### src/rtl/cs_map_pkg.sv
`timescale 1ns/1ps
package cs_map_pkg;

   localparam int MAP_AW   = 24;
   localparam int NUM_DEV  = 5;

   localparam int DEV_BOOT = 0;
   localparam int DEV_RAM  = 1;
   localparam int DEV_ROM2 = 2;
   localparam int DEV_PA   = 3;
   localparam int DEV_PB   = 4;

   typedef struct packed {
      logic [MAP_AW-1:0] base;
      logic [MAP_AW-1:0] care;
   } window_t;

   // Mask covering the top n address bits.
   function automatic logic [MAP_AW-1:0] top_bits(input int n);
      logic [MAP_AW-1:0] ones;
      ones = '1;
      return ones << (MAP_AW - n);
   endfunction

   // Exact map: every upper bit above each window compared.
   function automatic window_t exact_window(input int dev);
      window_t w;
      case (dev)
         DEV_BOOT: begin w.base = 24'h000000; w.care = top_bits(12); end
         DEV_RAM:  begin w.base = 24'h001000; w.care = top_bits(12); end
         DEV_ROM2: begin w.base = 24'h004000; w.care = top_bits(10); end
         DEV_PA:   begin w.base = 24'h008000; w.care = top_bits(22); end
         default:  begin w.base = 24'h008004; w.care = top_bits(22); end
      endcase
      return w;
   endfunction

   // Coarse map: only the top few bits, heavy aliasing.
   function automatic window_t coarse_window(input int dev);
      window_t w;
      case (dev)
         DEV_BOOT: begin w.base = 24'h000000; w.care = top_bits(4); end
         DEV_RAM:  begin w.base = 24'h100000; w.care = top_bits(4); end
         DEV_ROM2: begin w.base = 24'h200000; w.care = top_bits(3); end
         DEV_PA:   begin w.base = 24'h400000; w.care = top_bits(3); end
         default:  begin w.base = 24'h600000; w.care = top_bits(3); end
      endcase
      return w;
   endfunction

endpackage

### src/rtl/cs_window_match.sv
`timescale 1ns/1ps
module cs_window_match #(
   parameter int AW = 24
) (
   input  logic [AW-1:0] addr,
   input  logic [AW-1:0] base,
   input  logic [AW-1:0] care,
   output logic          hit
);
   localparam logic [AW-1:0] WORD_MASK = {{(AW-1){1'b1}}, 1'b0};

   logic [AW-1:0] diff;

   always_comb begin
      diff = (addr ^ base) & care & WORD_MASK;
      hit  = (diff == '0);
   end
endmodule

### src/rtl/cs_match_array.sv
`timescale 1ns/1ps
module cs_match_array
   import cs_map_pkg::*;
#(
   parameter int AW        = MAP_AW,
   parameter int NDEV      = NUM_DEV,
   parameter bit EXACT_MAP = 1'b1
) (
   input  logic [AW-1:0]   addr,
   output logic [NDEV-1:0] hits
);
   if (EXACT_MAP) begin : g_exact
      for (genvar i = 0; i < NDEV; i++) begin : g_dev
         localparam window_t W = exact_window(i);
         cs_window_match #(.AW(AW)) u_m (
            .addr (addr),
            .base (W.base),
            .care (W.care),
            .hit  (hits[i])
         );
      end
   end else begin : g_coarse
      for (genvar i = 0; i < NDEV; i++) begin : g_dev
         localparam window_t W = coarse_window(i);
         cs_window_match #(.AW(AW)) u_m (
            .addr (addr),
            .base (W.base),
            .care (W.care),
            .hit  (hits[i])
         );
      end
   end
endmodule

### src/rtl/cs_output_stage.sv
`timescale 1ns/1ps
module cs_output_stage #(
   parameter int NDEV = 5
) (
   input  logic [NDEV-1:0] hits,
   input  logic            strobe_n,
   output logic [NDEV-1:0] sel_n,
   output logic            unclaimed
);
   always_comb begin
      sel_n     = strobe_n ? '1 : ~hits;
      unclaimed = !strobe_n && (hits == '0);
   end
endmodule

### src/rtl/chip_select_decoder.sv
`timescale 1ns/1ps
module chip_select_decoder
   import cs_map_pkg::*;
#(
   parameter int ADDR_W    = 24,
   parameter int NDEV      = 5,
   parameter bit EXACT_MAP = 1'b1
) (
   input  logic [ADDR_W-1:0] addr,
   input  logic              strobe_n,
   output logic [NDEV-1:0]   sel_n,
   output logic              unclaimed,
   output logic [ADDR_W-2:0] word_addr
);
   localparam int TOP = ADDR_W - 1;

   if (ADDR_W != MAP_AW) begin : g_bad_aw
      $error("chip_select_decoder: ADDR_W must match the map width");
   end
   if (NDEV != NUM_DEV) begin : g_bad_ndev
      $error("chip_select_decoder: NDEV must match the device count");
   end

   logic [NDEV-1:0] hits;

   cs_match_array #(.AW(ADDR_W), .NDEV(NDEV), .EXACT_MAP(EXACT_MAP)) u_match (
      .addr (addr),
      .hits (hits)
   );

   cs_output_stage #(.NDEV(NDEV)) u_out (
      .hits      (hits),
      .strobe_n  (strobe_n),
      .sel_n     (sel_n),
      .unclaimed (unclaimed)
   );

   assign word_addr = addr[ADDR_W-1:1];

   always_comb begin
      p_single_select_r5: assert ($onehot0(~sel_n))
         else $error("more than one select low");
      p_flag_excludes_sel_r7: assert (!unclaimed || (&sel_n))
         else $error("unclaimed with a select low");
      p_idle_strobe_r6: assert (!strobe_n || ((&sel_n) && !unclaimed))
         else $error("output active without strobe");
      p_boot_at_zero_r1: assert (strobe_n || (addr[TOP:1] != '0) || !sel_n[DEV_BOOT])
         else $error("address zero missed boot ROM");
      if (!EXACT_MAP) begin
         p_coarse_hole_r4: assert (strobe_n || (unclaimed == addr[TOP]))
            else $error("coarse map unclaimed flag wrong");
      end
   end
endmodule

### config.mk
export PLATFORM = sky130hd
export DESIGN_NAME = chip_select_decoder
export DESIGN_NICKNAME = d
export VERILOG_FILES = /design/src/rtl/cs_map_pkg.sv /design/src/rtl/cs_window_match.sv /design/src/rtl/cs_match_array.sv /design/src/rtl/cs_output_stage.sv /design/src/rtl/chip_select_decoder.sv
export SDC_FILE = /design/constraint.sdc
export NUM_CORES = 1
export LEC_CHECK = 0
export ABC_AREA = 1
export BUFFER_PORTS_ARGS = -buffer_cell sky130_fd_sc_hd__buf_4
export CELL_PAD_IN_SITES_DETAIL_PLACEMENT = 2
export CELL_PAD_IN_SITES_GLOBAL_PLACEMENT = 2
export CORE_MARGIN = 2
export CORE_UTILIZATION = 13
export DETAILED_ROUTE_END_ITERATION = 8
export GPL_TIMING_DRIVEN = 0
export PLACE_DENSITY = 0.83
export SYNTH_ARGS = -nofsm -noshare
export SYNTH_HDL_FRONTEND = slang
export SYNTH_SLANG_ARGS = --single-unit
### constraint.sdc
create_clock -name vclk -period 0.8
set_clock_uncertainty 0.05 [all_clocks]
set_input_delay 0.08 -clock vclk [all_inputs]
set_output_delay 0.08 -clock vclk [all_outputs]
set_load 0.02 [all_outputs]
==> key figures, run 1 <==
Run status
  • Status: complete, but fails checks
  • Failing checks: negative setup slack

Setup path
  • Crit path to: unclaimed
  • CP required: 670 ps
  • Critical path peak fanout: 4
  • Endpoint class of the critical path: output pin
  • Crit start category: primary input
  • Crit path from: addr[19]
  • Kind of critical path: in -> out
  • Critical Path AT: 900 ps

Global routing
  • First-pass GRT wire length: 2.787 mm
  • Met2 usage: 0.2174
  • Number of global-route vias before repair: 648
  • Remaining global-route overflow: 0
  • M1 GR Usage: 0.1017
  • Initial antenna violation count: 0
  • Largest net degree at the start of global routing: 6
  • Total track usage: 0.09730
  • Met3 Use GR: 0.002165
  • GR peak layer: met2

Synth
  • Synthesized Nets: 96
  • Synth top area cells: buf_4, nor2_1, nand2_1
  • Yosys top cell area share: 0.4259
  • Cells after synthesis: 71
  • Count of different cell masters after synthesis: 10
  • Yosys top cell by area: buf_4
  • Mapped cell area: 405.4 sq um
  • Seq/Total Area, Yosys: 0
  • Yosys warnings: 0
  • Syn_area_per_cell: 5.710 sq um

Floorplanning
  • Row Count: 20
  • Chip width: 59.84 um
  • Starting Density: 0.1350
  • Die area: 3581 sq um
  • Area of the core: 3003 sq um
  • Die extent in y: 59.84 um
  • Ports: 54

Detailed routing
  • Drt drc: 0
  • Via-to-Cell Ratio: 3.906
  • TritonRoute pass-1 iters: 2
  • Remaining antenna violation count: 0
  • Average wire per standard cell: 11.70 um
  • Final WL: 1.860 mm
  • DR iter-0 viols: 7
  • DR vias: 621

Timing
  • Min cycle time layout: 1031 ps
  • Final setup fails: 6
  • Final Hold Fails: 0
  • Final period util: 1.288
  • Max-slew violations: 0
  • Unrepaired setup endpoints after global routing: yes
  • Worst setup margin: -230.7 ps
  • F_max: 0.9703 GHz
  • Slew of the pin with the lowest slew margin: 216.4 ps
  • Relative slew slack: 0.8556

Placement
  • Pre-CTS setup slack: -348.8 ps
  • Post-DP HPWL: 1.627 mm
  • Port Buffers: 52
  • Gpl congestion: 0.6832

Power
  • Max VDD drop: 0.0001167 V
  • Power Dens Cells: 483.6 nW/um^2
  • LEAKAGE: 0.4852 nW

Clock tree
  • Hold_buf cts: 0

Hold path
  • Worst hold path stage count: 2
  • Min-delay worst type: in -> out

Final layout
  • Layout area overhead: 152.2%
  • Layout cells sized above 1: 0.8571
  • FILL cells: 362
  • # diodes: 0
  • Storage element area: 0 sq um
  • Sequential cells: 0
  • # clk buffers: 0
  • Util after Layout: 0.3404
  • Final net count: 153

Flow run
  • # Max-Cap Violations: 0
cell type report:
class	count	area, sq um	area share
tap	33	41.29	0.04039
inverter	5	18.77	0.01836
multi-input combinational	43	324.1	0.3170
timing repair buffer	55	465.4	0.4553
buffer	23	172.7	0.1689
worst max-delay path, cell delays in order:
cell	delay (ps)
buf_4	120
nor2_4	110
inv_1	90
nor2_4	170
nand3_2	100
nand2_2	80
nor2_2	40
buf_6	120
worst min-delay path by stage:
| stage | start | end | slack, ps |
|---|---|---|---|
| 2_1_floorplan | addr[1] | word_addr[0] | 220 |
| 3_3_place_gp | addr[1] | word_addr[0] | 310 |
| 3_5_place_dp | addr[1] | word_addr[0] | 310 |
| 4_1_cts | addr[1] | word_addr[0] | 310 |
| 5_1_grt | addr[1] | word_addr[0] | 310 |
| 6_report | addr[1] | word_addr[0] | 310 |
metrics by stage:
step	total power, mW	hold WS, ps	setup TNS, ps	instance area (sq um)	std cells
3_5_place_dp	0.4406	309.5	-1419	839.6	156
3_3_place_gp	0.4256	308.1	-1264	839.6	156
6_report	0.4944	308.0	-1102	1022	159
2_1_floorplan	0.2190	222.6	0	407.9	71
5_1_grt	0.5265	313.5	-1456	1022	159
4_1_cts	0.4922	309.7	-891.3	978.4	156
cell usage after synthesis:
cell type,instances
nor2_1,18
nor2_4,3
nand2_1,9
inv_1,5
nand3_1,5
nor2_2,3
nand2_2,2
buf_4,23
nand4_1,2
nand3_2,1
logic make-up after synthesis:
logic type	count (synthesis)	share of synthesized area
and+or+nand+nor	43	0.5277
buffers and inverters	28	0.4722
placed cells by master (no fill, tap or decap):
cell	netlist	layout
nand3_2	1	5
nor2_1	18	6
buf_6	0	12
nor2_2	3	8
nand4_1	2	2
inv_2	0	1
nand2_4	0	1
nand2_1	9	6
nand3_4	0	1
nand2_2	2	4
buf_4	23	65
buf_8	0	1
nor2_4	3	10
inv_1	5	4
where the power goes:
part           switching, mW  leakage (nW)  internal (mW)
Clock                      0             0              0
Sequential                 0             0              0
Combinational          0.228         0.485          0.266
per-layer routing:
layer,vias to the layer above,routed length [um]
met2,23,1151
li1,306,-
met1,292,635
met3,0,73
met4,0,0
met5,-,0
what timing repair did:
item	in CTS	in global routing
resized for setup	37	6
pin swaps	15	2
endpoints found under the setup margin	6	6
setup buffers	0	3
Power figures use the tool's default switching activity.
==> inputs of run 2 (changes only) <==
==> constraint.sdc (replaced) <==
create_clock -name vclk -period 0.8
set_clock_uncertainty 0.05 [all_clocks]
set_input_delay 0.08 -clock vclk [all_inputs]
set_output_delay 0.08 -clock vclk [all_outputs]
set_load 0.05 [all_outputs]
==> run 2 against run 1 <==
  * The run still ends with negative setup slack left
  * Total power rose by 33%
  * Final area rose by 1.7%
  * Sequential cell count did not move
  * Global-route usage barely moved
  * Routed wire length rose by 0.75%
==> key figures, run 2 (synthesis gave the netlist of run 1 again) <==
Run status
  • Status: complete, but fails checks
  • Failing checks: negative setup slack

Global routing
  • Total track usage: 0.09774 (+0.0004423)
  • First-pass GRT wire length: 2.842 mm (+2.0%)
  • Largest net degree at the start of global routing: 6 (unchanged)
  • Number of global-route vias before repair: 699 (+7.9%)
  • Remaining global-route overflow: 0 (unchanged)
  • Initial antenna violation count: 0 (unchanged)

Final layout
  • Storage element area: 0 sq um (unchanged)
  • Most frequent cells in the layout: buf_4, nor2_4, buf_6
  • Sequential cells: 0 (unchanged)
  • Layout area overhead: 156.5%
  • Layout cells sized above 1: 0.8790 (+0.02189)
  • Commonest non-fill, non-tap cell in the layout: buf_4
  • Final net count: 151 (-1.3%)
  • Design Area, Final: 1040 sq um (+1.7%)
  • FILL cells: 354 (-2.2%)
  • # clk buffers: 0 (unchanged)
  • Final Non-Filler Cells: 157 (-1.3%)
  • # diodes: 0 (unchanged)
  • Util after Layout: 0.3463 (+0.005833)

Setup path
  • Crit start category: primary input
  • CP required: 670 ps (about the same)
  • Critical path peak fanout: 3 (-1)
  • Max incr delay on CP: 150 ps (-20 ps)
  • Endpoint class of the critical path: output pin
  • Crit-path cells: buf_6 > nor2_4 > nand3_4 > nor2_4 > nor2_2 > nand2_1 > nor2_2 > buf_6
  • Crit path from: addr[18]
  • Slowest-stage cell, CP: nor2_4
  • Critical Path AT: 900 ps (about the same)
  • Kind of critical path: in -> out

Floorplanning
  • Die area: 3581 sq um (unchanged)
  • Row Count: 20 (unchanged)
  • Area of the core: 3003 sq um (unchanged)
  • Chip width: 59.84 um (unchanged)
  • Die extent in y: 59.84 um (unchanged)
  • Ports: 54 (unchanged)
  • Starting Density: 0.1350 (unchanged)

Detailed routing
  • Final WL: 1.874 mm (+0.75%)
  • Drt drc: 0 (unchanged)
  • Remaining antenna violation count: 0 (unchanged)
  • Average wire per standard cell: 11.94 um (+2.0%)
  • TritonRoute pass-1 iters: 3 (+1)
  • DR vias: 627 (+0.97%)
  • Via-to-Cell Ratio: 3.994 (+2.3%)
  • DR iter-0 viols: 1 (-6)

Placement
  • Post-DP HPWL: 1.689 mm (+3.8%)
  • Gpl congestion: 0.5919 (-13%)
  • Port Buffers: 52 (unchanged)
  • Placed cell count: 156 (unchanged)
  • Pre-CTS setup slack: -366.0 ps (-17.21 ps)
  • DP Area: 882.1 sq um (+5.1%)

Flow run
  • # Max-Cap Violations: 0 (unchanged)

Timing
  • Min cycle time layout: 1028 ps (-2.338 ps)
  • Unrepaired setup endpoints after global routing: yes
  • F_max: 0.9725 GHz (+0.23%)
  • Slew of the pin with the lowest slew margin: 214.5 ps (-1.897 ps)
  • Final Hold Fails: 0 (unchanged)
  • Final setup fails: 6 (unchanged)
  • Max-slew violations: 0 (unchanged)
  • Worst setup margin: -228.3 ps (+2.338 ps)
  • Relative slew slack: 0.8568 (+0.001266)
  • Final period util: 1.285 (-0.002922)

Hold path
  • Hold_sp: addr[1]
  • Min-delay worst type: in -> out
  • Worst hold path stage count: 2 (unchanged)
  • Worst Hold Endpoint: word_addr[0]

Power
  • LEAKAGE: 0.4763 nW (-1.8%)
  • Max VDD drop: 0.0001907 V (+63%)
  • Power Dens Cells: 632.9 nW/um^2 (+31%)
  • Total power: 0.6581 mW (+33%)

Clock tree
  • Hold_buf cts: 0 (unchanged)
run 2: per-stage QoR:
| step | hold WS (ps) | setup TNS, ps |
|---|---|---|
| floorplan | 277.1 | -560.0 |
| global placement | 365.5 | -1310 |
| detailed placement | 377.2 | -1566 |
| CTS | 377.0 | -1136 |
| global route | 377.8 | -1341 |
| finish | 371.5 | -1034 |
run 2: routing by layer:
layer	part of all wire	track usage
met1	0.29	0.07722
met2	0.62	0.2438
met3	0.090	0.008658
met4	0	0
met5	0	0
run 2: layout make-up:
| type | count | area (sq um) | share of cell area |
|---|---|---|---|
| inverters | 5 | 23.77 | 0.02286 |
| repair buffers | 53 | 465.4 | 0.4477 |
| well taps | 33 | 41.29 | 0.03971 |
| multi-input cells | 43 | 336.6 | 0.3237 |
| plain buffers | 23 | 172.7 | 0.1661 |
run 2: worst max-delay path by stage:
stage | cells past startpoint | slack, ps | end
after global placement | 8 | -330 | unclaimed
final | 8 | -230 | unclaimed
after detailed placement | 8 | -370 | unclaimed
after floorplan | 4 | -200 | sel_n[4]
after CTS | 8 | -260 | unclaimed
after global routing | 8 | -300 | unclaimed
run 2: critical path: cells and delay by family:
| kind | cells | cell delay (ps) |
|---|---|---|
| and+or+nand+nor | 6 | 570 |
| buffers and inverters | 2 | 240 |
run 2: report_power, final:
part / leakage [nW] / total [mW] / switching, mW / internal [mW]
clock network: 0 / 0 / 0 / 0
logic: 0.476 / 0.658 / 0.379 / 0.279
registers: 0 / 0 / 0 / 0
total: 0.476 / 0.658 / 0.379 / 0.279
run 2: repair_timing:
| item | in CTS | in global routing |
|---|---|---|
| resized for setup | 25 | 14 |
| setup endpoints to repair | 6 | 6 |
| pin swaps | 11 | 17 |
| buffers inserted | 1 | 0 |
